[src/rtl/arw_pkg.sv]
package arw_pkg;
   // Source port codes
   localparam logic [1:0] SRC_PRI = 2'd0;
   localparam logic [1:0] SRC_S1  = 2'd1;
   localparam logic [1:0] SRC_S2  = 2'd2;

   // Number of secondary ports and window kinds per port
   localparam int N_SEC     = 2;
   localparam int N_KIND    = 3;
   localparam int KIND_IO   = 0;
   localparam int KIND_NP   = 1;
   localparam int KIND_PF   = 2;

   // Route vector bit positions
   localparam int RT_W    = 4;
   localparam int RT_S1   = 0;
   localparam int RT_S2   = 1;
   localparam int RT_PRI  = 2;
   localparam int RT_NONE = 3;

   typedef logic [RT_W-1:0] route_t;
endpackage

[src/rtl/arw_window_cmp.sv]
module arw_window_cmp #(
   parameter int ADDR_W = 32
) (
   input  logic [ADDR_W-1:0] addr,
   input  logic [ADDR_W-1:0] base,
   input  logic [ADDR_W-1:0] limit,
   output logic              hit
);
   // Inclusive on both ends; a reversed window cannot satisfy both compares
   logic ge_base;
   logic le_limit;
   assign ge_base  = (addr >= base);
   assign le_limit = (addr <= limit);
   assign hit      = ge_base && le_limit;
endmodule

[src/rtl/arw_port_match.sv]
module arw_port_match
   import arw_pkg::*;
#(
   parameter int ADDR_W = 32
) (
   input  logic [ADDR_W-1:0]             addr,
   input  logic                          is_io,
   input  logic [N_KIND-1:0][ADDR_W-1:0] base,
   input  logic [N_KIND-1:0][ADDR_W-1:0] limit,
   output logic                          hit
);
   logic [N_KIND-1:0] kind_hit;

   for (genvar k = 0; k < N_KIND; k++) begin : g_kind
      arw_window_cmp #(.ADDR_W(ADDR_W)) u_cmp (
         .addr  (addr),
         .base  (base[k]),
         .limit (limit[k]),
         .hit   (kind_hit[k])
      );
   end

   logic io_hit;
   logic mem_hit;
   assign io_hit  = kind_hit[KIND_IO];
   assign mem_hit = kind_hit[KIND_NP] | kind_hit[KIND_PF];
   assign hit     = is_io ? io_hit : mem_hit;
endmodule

[src/rtl/arw_route_sel.sv]
module arw_route_sel
   import arw_pkg::*;
(
   input  logic [1:0]       src,
   input  logic             is_io,
   input  logic [N_SEC-1:0] sec_hit,
   input  logic             io_en,
   input  logic             master_en,
   output route_t           route
);
   always_comb begin
      route = '0;
      unique case (src)
         SRC_PRI: begin
            if (is_io && !io_en)  route[RT_NONE] = 1'b1;
            else if (sec_hit[0])  route[RT_S1]   = 1'b1;
            else if (sec_hit[1])  route[RT_S2]   = 1'b1;
            else                  route[RT_NONE] = 1'b1;
         end
         SRC_S1: begin
            if (!master_en)       route[RT_NONE] = 1'b1;
            else if (sec_hit[0])  route[RT_NONE] = 1'b1;
            else if (sec_hit[1])  route[RT_S2]   = 1'b1;
            else                  route[RT_PRI]  = 1'b1;
         end
         SRC_S2: begin
            if (!master_en)       route[RT_NONE] = 1'b1;
            else if (sec_hit[1])  route[RT_NONE] = 1'b1;
            else if (sec_hit[0])  route[RT_S1]   = 1'b1;
            else                  route[RT_PRI]  = 1'b1;
         end
         default:                 route[RT_NONE] = 1'b1;
      endcase
   end
endmodule

[src/rtl/arw_route_decoder.sv]
module arw_route_decoder
   import arw_pkg::*;
#(
   parameter int ADDR_W = 32
) (
   input  logic              clk,
   input  logic              rst_n,
   input  logic              req_valid,
   input  logic [ADDR_W-1:0] req_addr,
   input  logic              req_is_io,
   input  logic [1:0]        req_src,
   input  logic              io_en,
   input  logic              master_en,
   input  logic [ADDR_W-1:0] s1_io_base,
   input  logic [ADDR_W-1:0] s1_io_limit,
   input  logic [ADDR_W-1:0] s1_np_base,
   input  logic [ADDR_W-1:0] s1_np_limit,
   input  logic [ADDR_W-1:0] s1_pf_base,
   input  logic [ADDR_W-1:0] s1_pf_limit,
   input  logic [ADDR_W-1:0] s2_io_base,
   input  logic [ADDR_W-1:0] s2_io_limit,
   input  logic [ADDR_W-1:0] s2_np_base,
   input  logic [ADDR_W-1:0] s2_np_limit,
   input  logic [ADDR_W-1:0] s2_pf_base,
   input  logic [ADDR_W-1:0] s2_pf_limit,
   output logic              route_valid,
   output logic [RT_W-1:0]   route_onehot,
   output logic [ADDR_W-1:0] route_addr
);
   if (ADDR_W < 4 || ADDR_W > 64) begin : g_bad_width
      $error("arw_route_decoder: ADDR_W must be within 4..64");
   end

   // Pack window bounds per secondary port
   logic [N_SEC-1:0][N_KIND-1:0][ADDR_W-1:0] win_base;
   logic [N_SEC-1:0][N_KIND-1:0][ADDR_W-1:0] win_limit;

   assign win_base[0][KIND_IO]  = s1_io_base;
   assign win_base[0][KIND_NP]  = s1_np_base;
   assign win_base[0][KIND_PF]  = s1_pf_base;
   assign win_limit[0][KIND_IO] = s1_io_limit;
   assign win_limit[0][KIND_NP] = s1_np_limit;
   assign win_limit[0][KIND_PF] = s1_pf_limit;
   assign win_base[1][KIND_IO]  = s2_io_base;
   assign win_base[1][KIND_NP]  = s2_np_base;
   assign win_base[1][KIND_PF]  = s2_pf_base;
   assign win_limit[1][KIND_IO] = s2_io_limit;
   assign win_limit[1][KIND_NP] = s2_np_limit;
   assign win_limit[1][KIND_PF] = s2_pf_limit;

   logic [N_SEC-1:0] sec_hit;

   for (genvar p = 0; p < N_SEC; p++) begin : g_port
      arw_port_match #(.ADDR_W(ADDR_W)) u_match (
         .addr  (req_addr),
         .is_io (req_is_io),
         .base  (win_base[p]),
         .limit (win_limit[p]),
         .hit   (sec_hit[p])
      );
   end

   route_t next_route;

   arw_route_sel u_sel (
      .src       (req_src),
      .is_io     (req_is_io),
      .sec_hit   (sec_hit),
      .io_en     (io_en),
      .master_en (master_en),
      .route     (next_route)
   );

   always_ff @(posedge clk or negedge rst_n) begin
      if (!rst_n) begin
         route_valid  <= 1'b0;
         route_onehot <= '0;
         route_addr   <= '0;
      end else begin
         route_valid  <= req_valid;
         route_onehot <= req_valid ? next_route : '0;
         route_addr   <= req_addr;
      end
   end

   // one-hot result with the address carried through
   a_r10_onehot: assert property (@(posedge clk) disable iff (!rst_n)
      route_valid |-> $countones(route_onehot) == 1);
   a_r10_addr_pass: assert property (@(posedge clk) disable iff (!rst_n)
      req_valid |=> route_addr == $past(req_addr));
   // idle cycle leaves no result
   a_r11_idle: assert property (@(posedge clk) disable iff (!rst_n)
      !req_valid |=> (!route_valid && route_onehot == '0));
   // primary I/O blocked by io_en
   a_r5_io_gate: assert property (@(posedge clk) disable iff (!rst_n)
      (req_valid && req_src == SRC_PRI && req_is_io && !io_en)
      |=> route_onehot[RT_NONE]);
   // secondary traffic blocked by master_en
   a_r6_master_gate: assert property (@(posedge clk) disable iff (!rst_n)
      (req_valid && (req_src == SRC_S1 || req_src == SRC_S2) && !master_en)
      |=> route_onehot[RT_NONE]);
   // peer forwarding from secondary 1
   a_r8_peer_s1: assert property (@(posedge clk) disable iff (!rst_n)
      (req_valid && req_src == SRC_S1 && master_en && !sec_hit[0] && sec_hit[1])
      |=> route_onehot[RT_S2]);
   // own-window hit from secondary 2 is not claimed
   a_r9_own_s2: assert property (@(posedge clk) disable iff (!rst_n)
      (req_valid && req_src == SRC_S2 && sec_hit[1])
      |=> route_onehot[RT_NONE]);
   // secondary 1 wins overlap on primary requests
   a_r4_prio: assert property (@(posedge clk) disable iff (!rst_n)
      (req_valid && req_src == SRC_PRI && (io_en || !req_is_io) && sec_hit[0])
      |=> route_onehot[RT_S1]);
endmodule

[config.mk]
export PLATFORM = sky130hd
export DESIGN_NAME = arw_route_decoder
export DESIGN_NICKNAME = d
export VERILOG_FILES = /design/src/rtl/arw_pkg.sv /design/src/rtl/arw_window_cmp.sv /design/src/rtl/arw_port_match.sv /design/src/rtl/arw_route_sel.sv /design/src/rtl/arw_route_decoder.sv
export SDC_FILE = /design/constraint.sdc
export NUM_CORES = 1
export LEC_CHECK = 0
export ABC_AREA = 1
export BUFFER_PORTS_ARGS = -buffer_cell sky130_fd_sc_hd__buf_2
export CORE_MARGIN = 5
export CORE_UTILIZATION = 40
export CTS_BUF_LIST = sky130_fd_sc_hd__clkbuf_4
export CTS_CLUSTER_DIAMETER = 60
export DETAILED_ROUTE_END_ITERATION = 12
export PLACE_DENSITY_LB_ADDON = 0.12
export SETUP_SLACK_MARGIN = 0.15
export SKIP_CTS_REPAIR_TIMING = 1
export SYNTH_ARGS = -nofsm -noshare
export SYNTH_HDL_FRONTEND = slang
export SYNTH_SLANG_ARGS = --single-unit
[constraint.sdc]
create_clock -name clk -period 0.8 [get_ports clk]
set_input_delay 0.04 -clock clk [delete_from_list [all_inputs] [get_ports clk]]
set_output_delay 0.04 -clock clk [all_outputs]
set_load 0.005 [all_outputs]
==> results of run 1 <==
metrics by stage:
step,util [%],hold WS (ns),TNS [ns]
detailed placement,54.18,0.03992,-5.559
floorplan,-,-0.2556,-2.834
finish,59.12,-0.01661,-9.268
global placement,54.18,0.03914,-5.444
CTS,54.47,-0.4299,-10.93
global route,59.12,-0.03788,-11.49
sequential cells by signal, indices dropped and copies added (netlist names):
register	flops
route_addr	32
route_onehot	4
route_valid	1
power by group through the flow:
stage / combinational, mW / clock (mW) / sequential [mW]
after floorplan: 3.69 / 0 / 2.04
after global placement: 6.99 / 0 / 2.04
after detailed placement: 7.15 / 0 / 2.03
after CTS: 7.19 / 1.67 / 2.00
after global routing: 9.04 / 1.72 / 2.01
final: 7.97 / 1.60 / 2.00
worst max-delay path by stage:
stage	from	end	slack (ns)	cells past startpoint
5_1_grt	req_addr[25]	route_onehot[3]$_DFF_PN0_	-0.99	20
4_1_cts	req_addr[0]	route_onehot[3]$_DFF_PN0_	-1.03	17
3_5_place_dp	req_addr[0]	route_onehot[3]$_DFF_PN0_	-1.47	17
3_3_place_gp	req_addr[0]	route_onehot[3]$_DFF_PN0_	-1.44	17
6_report	req_addr[29]	route_onehot[3]$_DFF_PN0_	-0.87	17
2_1_floorplan	req_addr[0]	route_onehot[3]$_DFF_PN0_	-0.81	19
cell families (layout without fill, tap and decap cells):
logic type,count (synthesis),count (layout)
simple gates,555,555
buf+inv,452,1079
fa+ha+maj,388,388
compound gates,261,261
flops,37,37
other cells,0,6
synth_stat cells (all sizes together), types with 7 or more instances:
master	instances
inv	447
ha	388
nand2	375
a21oi	183
nor2	105
o21ai	47
dfrtp	37
nand3	26
nand4	23
o21a	17
nor3	13
nor4	9
o21bai	7
layer usage:
metal  global-route usage, %  vias up  part of all wire [%]
met3                   3.835       60                   5.9
met4                   5.640        6                   2.1
met1                   33.87     5765                    44
met2                   46.62      403                    48
met5                       0        -                  0.12
li1                        -     6670                     -
worst max-delay path, delay by kind of cell:
| family | cells | cell delay [ns] |
|---|---|---|
| compound gates | 1 | 0.11 |
| buf+inv | 3 | 0.34 |
| simple gates | 12 | 1.21 |
| fa+ha+maj | 1 | 0.29 |
area by class of cell:
cell class | count | area [um^2] | share of cell area (%)
multi-input cells | 1204 | 9279 | 56.65
repair buffers | 619 | 3906 | 23.85
inverters | 452 | 1700 | 10.38
flip-flops and latches | 37 | 925.9 | 5.652
well taps | 378 | 473.0 | 2.887
clock inverters | 3 | 43.79 | 0.2673
clock buffers | 5 | 37.54 | 0.2291
diodes | 6 | 15.01 | 0.09166
==> results.sh, run 1 <==
export IMPL_status="finished with violations"
export IMPL_violations="negative hold slack, negative setup slack"
export IMPL_power_total_mw=11.57
export IMPL_slowest_stage="ha_1"
export IMPL_final_area_um2=16380
export IMPL_critPathCaptureType="flop"
export IMPL_grt_pass1_vias=12450
export IMPL_cp_common_cell="nand2_1"
export IMPL_portBuffers=460
export IMPL_holdCritPathClass="in2reg"
export IMPL_synth_top_area_share_pct=43.34
export IMPL_rsz0062_at_grt="yes"
export IMPL_hpwl_um=38310
export IMPL_drt_pass1_iterations=5
export IMPL_synth_seq_cells=37
export IMPL_dp_cells=2650
export IMPL_synth_fa_ha_area_share_pct=43.34
export IMPL_drtIter0Drc=515
export IMPL_layout_common_cells="439 x inv_1, 433 x buf_2, 354 x ha_1, 335 x nand2_1, 166 x a21oi_1"
export IMPL_final_common_cell="inv_1"
export IMPL_io_pins=461
export IMPL_synth_yosys_warnings=0
export IMPL_synth_top_area_cell="ha_1"
export IMPL_syn_to_final_growth_pct=46.25
export IMPL_worstMarginPinSlew_ns=0.3629
export IMPL_hp_start="master_en"
export IMPL_grt_usage_pct=26.28
export IMPL_start_util_pct=40.43
export IMPL_swShare_pct=45.25
export IMPL_synth_distinct_cells=29
export IMPL_avgViaCountPerCell=4.772
export IMPL_max_freq_mhz=599.5
export IMPL_maxCapViolCount=0
export IMPL_synth_area_mux_share_pct=0
export IMPL_hold_viol_final=1
export IMPL_setup_viol=41
export IMPL_antenna_found_initial=9
export IMPL_gp_congestion=0.9227
export IMPL_path_cells="buf_8 -> ha_1 -> nand2_1 -> nor2_2 -> nand4_1 -> nor4_2 -> buf_4 -> nand2_1 -> nand2_1 -> nand2_1 -> nand2_2 -> nand2_1 -> nand3_2 -> nand2_1 -> inv_1 -> nor2_2 -> a21oi_2"
export IMPL_p_clk_share_pct=13.8
export IMPL_worst_slack_ns=-0.8681
export IMPL_ys_seq_area_share_pct=8.266
export IMPL_crit_required_ns=1.14
export IMPL_wirelength_um=44680
export IMPL_core_area_um2=27710
export IMPL_syn_area_um2=11200
export IMPL_synth_compound_area_share_pct=12.43
export IMPL_post_route_period_util_pct=208.5
export IMPL_p_sw_mw=5.235
export IMPL_fp_dieArea_um2=31450
export IMPL_synth_top_family_by_area="adder cells"
export IMPL_cts_made_buffers=5
export IMPL_whs_ns=-0.01661
export IMPL_hold_depth=3
export IMPL_place_area_um2=15010
export IMPL_fp_row_count=61
export IMPL_final_antenna_net_count=0
export IMPL_synth_ff_type="dfrtp_1"
export IMPL_async_reset_ff_share_pct=100.0
export IMPL_comb_power_share_pct=68.9
export IMPL_drive_gt1_share_pct=31.85
export IMPL_layout_min_cycle_time_ns=1.668
export IMPL_nNetsFinal=3131
export IMPL_power_density_nw_per_um2=706.1
export IMPL_slowest_delay_ns=0.29
export IMPL_path_class="in2reg"
export IMPL_p_leak_nw=10.23
export IMPL_vias=12900
export IMPL_cts_max_level=2
export IMPL_wire_per_inst_um=16.52
export IMPL_critPathMaxFanout=10
export IMPL_final_cells=2704
export IMPL_clkSinkCount=37
export IMPL_fillCellCount=2640
export IMPL_path_clk_slew_ns=0.15
export IMPL_grt_first_pass_wirelength_um=64160
export IMPL_syn_area_per_cell_um2=6.616
export IMPL_ir_drop_v=0.0007682
export IMPL_grt_max_degree=38
export IMPL_seqPwrFrac_pct=17.3
export IMPL_fp_dieH_um=177.3
export IMPL_dp_slack_ns=-1.466
export IMPL_yosys_top_cells_area="ha_1 43%, inv_1 15%, nand2_1 12%, dfrtp_1 8.3%, a21oi_1 8.1%"
export IMPL_yosys_area_share_simple_pct=20.81
export IMPL_synth_xor_area_share_pct=0
export IMPL_setup_worst_path_start_class="input pin"
export IMPL_hold_end="route_onehot[2]$_DFF_PN0_"
export IMPL_slew_headroom_pct=75.81
export IMPL_drc=0
export IMPL_netlist_instances=1693
export IMPL_cts_root_buf="clkbuf_4"
export IMPL_synth_edf_count=0
export IMPL_cp_arrival_ns=2.00
export IMPL_dieWidth_um=177.3
export IMPL_cts_max_path_buffers=2
export IMPL_cts_tree="built"
export IMPL_slew_violations=0
export IMPL_cell_internal_pwr_mw=6.332
export IMPL_synth_nets=2505
export IMPL_grt_overflow=0
No activity file was read; power rests on OpenSTA's default activity.
==> run 2: changes to the inputs <==
CTS_CLUSTER_DIAMETER = not set   (was 60)
GPL_TIMING_DRIVEN = 0   (was not set)
SETUP_SLACK_MARGIN = 0.1   (was 0.15)
==> run 2 against run 1 <==
Net effect: the flow still finishes with violations (negative hold slack, negative setup slack); largest cell class unchanged; sequential power is essentially flat; critical path depth up 1; clock power about the same; combinational power decreased by 14%; cell count shrank 4.0%; global-route usage down 1.3 points; critical path type unchanged; hold slack lost 0.24 ns.
==> results.sh, run 2 (synthesis results as in run 1) <==
export IMPL_status="finished with violations"
export IMPL_violations="negative hold slack, negative setup slack"
export IMPL_vias=12430
export IMPL_cts_root_buf="clkbuf_4"
export IMPL_drive_gt1_share_pct=25.34
export IMPL_p_leak_nw=9.561
export IMPL_drt_pass1_iterations=5
export IMPL_path_class="in2reg"
export IMPL_final_area_um2=14870
export IMPL_dp_cells=2531
export IMPL_hold_depth=1
export IMPL_holdCritPathClass="in2reg"
export IMPL_maxCapViolCount=0
export IMPL_drtIter0Drc=525
export IMPL_cts_max_level=2
export IMPL_dp_slack_ns=-1.760
export IMPL_core_area_um2=27710
export IMPL_seqCellArea_um2=925.9
export IMPL_final_cells=2596
export IMPL_nNetsFinal=3013
export IMPL_avgViaCountPerCell=4.788
export IMPL_fp_dieArea_um2=31450
export IMPL_io_pins=461
export IMPL_rsz0062_at_grt="yes"
export IMPL_fillCellCount=2863
export IMPL_grt_first_pass_wirelength_um=60550
export IMPL_slew_violations=0
export IMPL_grt_overflow=0
export IMPL_whs_ns=-0.2592
export IMPL_post_route_period_util_pct=220.3
export IMPL_wirelength_um=42320
export IMPL_grt_usage_pct=24.97
export IMPL_layout_common_cells="438 x buf_2, 437 x inv_1, 379 x ha_1, 346 x nand2_1, 178 x a21oi_1"
export IMPL_grt_pass1_vias=11770
export IMPL_cts_made_buffers=5
export IMPL_hp_start="req_addr[0]"
export IMPL_utilization_pct=53.66
export IMPL_start_util_pct=40.43
export IMPL_reg_top3="route_addr x32, route_onehot x4, route_valid x1"
export IMPL_worstMarginPinSlew_ns=1.019
export IMPL_setup_worst_path_start_class="input pin"
export IMPL_largest_reg_flops=32
export IMPL_fp_row_count=61
export IMPL_regMostFlops="route_addr"
export IMPL_worst_slack_ns=-0.9625
export IMPL_critPathCaptureType="flop"
export IMPL_crit_required_ns=1.15
export IMPL_crit_path_start="req_addr[0]"
export IMPL_wire_per_inst_um=16.30
export IMPL_hold_end="route_addr[0]$_DFF_PN0_"
export IMPL_antenna_found_initial=22
export IMPL_place_area_um2=13980
export IMPL_multiInputGateArea_um2=8874
export IMPL_gp_congestion=0.9266
export IMPL_cts_max_path_buffers=2
export IMPL_path_clk_slew_ns=0.17
export IMPL_fp_dieH_um=177.3
export IMPL_max_freq_mhz=567.4
export IMPL_cts_tree="built"
export IMPL_hold_viol_final=38
export IMPL_slew_headroom_pct=32.06
export IMPL_tns_ns=-9.337
export IMPL_critPathMaxFanout=7
export IMPL_dieWidth_um=177.3
export IMPL_grt_max_degree=38
export IMPL_cp_arrival_ns=2.11
export IMPL_power_density_nw_per_um2=707.1
export IMPL_final_antenna_net_count=0
export IMPL_setup_viol=41
export IMPL_ir_drop_v=0.0008217
export IMPL_syn_to_final_growth_pct=32.74
export IMPL_power_total_mw=10.51
export IMPL_final_common_cell="buf_2"
export IMPL_drc=0
export IMPL_portBuffers=460
export IMPL_layout_min_cycle_time_ns=1.763
export IMPL_clkSinkCount=37
export IMPL_hpwl_um=35190
## run 2: cell type report
cell class              count  area share [%]
inverters                 452           11.44
clock buffers               5          0.2525
diodes                     16          0.2693
repair buffers            501           18.66
well taps                 378           3.181
multi-input cells        1204           59.68
clock inverters             3          0.2945
flip-flops and latches     37           6.227
## run 2: per-layer routing
| layer | vias up | routed length [um] | global-route usage (%) |
|---|---|---|---|
| li1 | 6447 | - | - |
| met1 | 5478 | 17590 | 30.41 |
| met2 | 401 | 20180 | 43.22 |
| met3 | 90 | 3058 | 5.688 |
| met4 | 14 | 1413 | 8.830 |
| met5 | - | 80 | 0 |
## run 2: worst max path at each step
stage	end	slack, ns	cells after the start
6_report	route_onehot[3]$_DFF_PN0_	-0.96	18
5_1_grt	route_onehot[3]$_DFF_PN0_	-1.12	20
4_1_cts	route_onehot[3]$_DFF_PN0_	-1.30	20
3_5_place_dp	route_onehot[3]$_DFF_PN0_	-1.76	20
3_3_place_gp	route_onehot[3]$_DFF_PN0_	-1.73	20
2_1_floorplan	route_onehot[3]$_DFF_PN0_	-0.81	19
## run 2: power breakdown
group / leakage [nW] / total, mW / switching [mW] / internal, mW
logic: 9.08 / 6.89 / 3.86 / 3.03
registers: 0.439 / 1.98 / 0.0218 / 1.96
clock network: 0.0457 / 1.63 / 0.968 / 0.665
## run 2: worst max-delay path: stages
cell,delay [ns]
buf_8,0.08
clkinvlp_4,0.21
buf_6,0.21
buf_4,0.12
ha_1,0.28
nand4_1,0.10
nand3_2,0.12
nand2_2,0.10
nand2_4,0.06
nand2_1,0.06
nand2_1,0.05
nand2_2,0.09
nand2_4,0.07
a21oi_4,0.19
nand2_2,0.08
nand2_1,0.07
nand2_1,0.05
a21oi_2,0.13
==> run 3: changes to the inputs <==
ABC_AREA = not set   (was 1)
CORE_AREA = 5 5 175 177   (was not set)
CORE_MARGIN = not set   (was 5)
CORE_UTILIZATION = not set   (was 40)
DIE_AREA = 0 0 180 182   (was not set)
==> run 3 against run 2 <==
Net effect: the run still ends with negative hold slack, negative setup slack left; sequential power barely moved; sequential cell count did not move; global-route usage is 1.0 points lower; non-clock buffer count rose by 7; utilization decreased by 2.6 points; critical path depth decreased by 8; synthesized cell count shrank 17%; hold slack improved by 0.045 ns; largest cell class unchanged.
==> results.sh, run 3 <==
export IMPL_hpwl_um=35170
export IMPL_hold_viol_final=37
export IMPL_wirelength_um=44030
export IMPL_cts_made_buffers=5
export IMPL_gp_congestion=0.9099
export IMPL_drt_pass1_iterations=5
export IMPL_violations="negative hold slack, negative setup slack"
export IMPL_critPathMaxFanout=13
export IMPL_worstMarginPinSlew_ns=0.9175
export IMPL_maxCapViolCount=0
export IMPL_max_freq_mhz=448.3
export IMPL_syn_area_per_cell_um2=7.663
export IMPL_final_common_cell="buf_2"
export IMPL_setup_worst_path_start_class="input pin"
export IMPL_wire_per_inst_um=19.00
export IMPL_yosys_area_share_simple_pct=13.72
export IMPL_synth_yosys_warnings=0
export IMPL_syn_area_um2=10740
export IMPL_synth_top_family_by_area="adder cells"
export IMPL_synth_most_common_cell="ha_1"
export IMPL_post_route_period_util_pct=278.8
export IMPL_grt_first_pass_wirelength_um=61640
export IMPL_synth_area_mux_share_pct=0
export IMPL_critPathCaptureType="flop"
export IMPL_slew_headroom_pct=38.83
export IMPL_worst_slack_ns=-1.430
export IMPL_drc=0
export IMPL_cts_tree="built"
export IMPL_cp_arrival_ns=2.53
export IMPL_grt_usage_pct=23.94
export IMPL_dieWidth_um=180
export IMPL_synth_distinct_cells=54
export IMPL_cts_max_path_buffers=2
export IMPL_yosys_top_cells_area="ha_1 45%, inv_1 13%, dfrtp_1 8.6%, a21oi_1 5.9%, nand4_1 3.5%"
export IMPL_syn_to_final_growth_pct=38.47
export IMPL_synth_seq_cells=37
export IMPL_synth_top_area_cell="ha_1"
export IMPL_nNetsFinal=2728
export IMPL_synth_ff_type="dfrtp_1"
export IMPL_drtIter0Drc=503
export IMPL_whs_ns=-0.2138
export IMPL_synthTopCellsByCount="388 x ha_1, 384 x inv_1, 127 x a21oi_1"
export IMPL_netlist_instances=1401
export IMPL_setup_viol=41
export IMPL_path_class="in2reg"
export IMPL_layout_min_cycle_time_ns=2.230
export IMPL_final_antenna_net_count=0
export IMPL_portBuffers=460
export IMPL_fp_dieArea_um2=32760
export IMPL_fp_dieH_um=182
export IMPL_power_density_nw_per_um2=676.5
export IMPL_cts_root_buf="clkbuf_4"
export IMPL_clkSinkCount=37
export IMPL_p_leak_nw=8.895
export IMPL_dp_cells=2251
export IMPL_reg_top3="route_addr x32, route_onehot x4, route_valid x1"
export IMPL_avgViaCountPerCell=5.084
export IMPL_layout_common_cells="428 x buf_2, 383 x inv_1, 370 x ha_1, 124 x a21oi_1, 65 x nand2_1"
export IMPL_ys_seq_area_share_pct=8.624
export IMPL_synth_top_area_share_pct=45.22
export IMPL_antenna_found_initial=17
export IMPL_synth_compound_area_share_pct=19.02
export IMPL_regMostFlops="route_addr"
export IMPL_grt_pass1_vias=11270
export IMPL_slew_violations=0
export IMPL_vias=11780
export IMPL_async_reset_ff_share_pct=100.0
export IMPL_synth_fa_ha_area_share_pct=45.22
export IMPL_ir_drop_v=0.0005192
export IMPL_final_cells=2317
export IMPL_fp_row_count=63
export IMPL_cts_max_level=2
export IMPL_rsz0062_at_grt="yes"
export IMPL_crit_required_ns=1.10
export IMPL_status="finished with violations"
export IMPL_holdCritPathClass="in2async"
export IMPL_grt_overflow=0
export IMPL_synth_xor_area_share_pct=0
export IMPL_largest_reg_flops=32
export IMPL_utilization_pct=51.11
export IMPL_io_pins=461
export IMPL_synth_edf_count=0
export IMPL_path_clk_slew_ns=0.14
export IMPL_core_area_um2=29090
export IMPL_grt_max_degree=38
export IMPL_drive_gt1_share_pct=29.21
export IMPL_start_util_pct=36.91
export IMPL_synth_nets=2213
[run 3: cell count changes after synthesis, moves of 9 or more]
cell	delta
nor2b_1	+9
nor2_1	-61
a211oi_1	+13
a21oi_1	-54
nand2_1	-303
and4_1	+10
a221oi_1	+11
nand3_1	+9
nand4_1	+37
a2111oi_0	+13
a21o_1	+34
nor4_1	+9
inv_1	-56
o211ai_1	+9
[run 3: worst max-delay path by stage]
stage                     slack, ns                        end  depth (start not counted)         start
after floorplan               -1.39  route_onehot[3]$_DFF_PN0_                         10   req_addr[0]
after global placement        -2.69  route_onehot[3]$_DFF_PN0_                          9  req_addr[25]
final                         -1.43  route_onehot[3]$_DFF_PN0_                         10  req_addr[25]
after detailed placement      -2.67  route_onehot[3]$_DFF_PN0_                         11   req_addr[0]
after global routing          -1.46  route_onehot[3]$_DFF_PN0_                         10  req_addr[25]
after CTS                     -2.26  route_onehot[3]$_DFF_PN0_                         11   req_addr[0]
[run 3: power breakdown]
group	switching [mW]	total [mW]	internal, mW
clock network	0.768	1.14	0.370
registers	0.0220	1.98	1.96
logic	3.74	6.94	3.20
total	4.53	10.1	5.53
[run 3: kinds of logic after synthesis]
logic type	count (synthesis)
AOI/OAI and AO/OA	314
adders and majority gates	388
buffers and inverters	384
DFF	37
and+or+nand+nor	278
[run 3: metrics by stage]
step                TNS, ns  setup WS (ns)  total power [mW]  area [um^2]
floorplan            -5.402         -1.388             5.440        10770
global placement     -10.94         -2.691             8.035        13560
detailed placement   -11.28         -2.669             8.176        13560
CTS                  -13.42         -2.265             9.342        13610
global route         -11.48         -1.455             11.10        14860
finish               -9.637         -1.430             10.06        14870
[run 3: metal layers]
metal / wire, um / part of all wire (%) / GRT usage, %
met1: 18710 / 42 / 30.39
met2: 21460 / 49 / 42.33
met3: 3157 / 7.2 / 5.369
met4: 601 / 1.4 / 3.840
met5: 107 / 0.24 / 0
[run 3: final cells by class]
class                      instances  area (um^2)
tap                              390        488.0
inverter                         384         1445
clock inverter                     2        10.01
fill                            2911        14220
multi-input combinational        980         9027
sequential                        37        925.9
timing repair buffer             508         2900
antenna                           10        25.02
clock buffer                       6        45.04
[run 3: critical path: stages]
cell and delay (ns):
buf_6 0.15, ha_1 0.35, a211oi_2 0.25, o21ai_1 0.12, a211oi_1 0.25, o211ai_1 0.30
nor3_2 0.39, a221oi_4 0.08, a2111o_1 0.44, a41oi_2 0.13
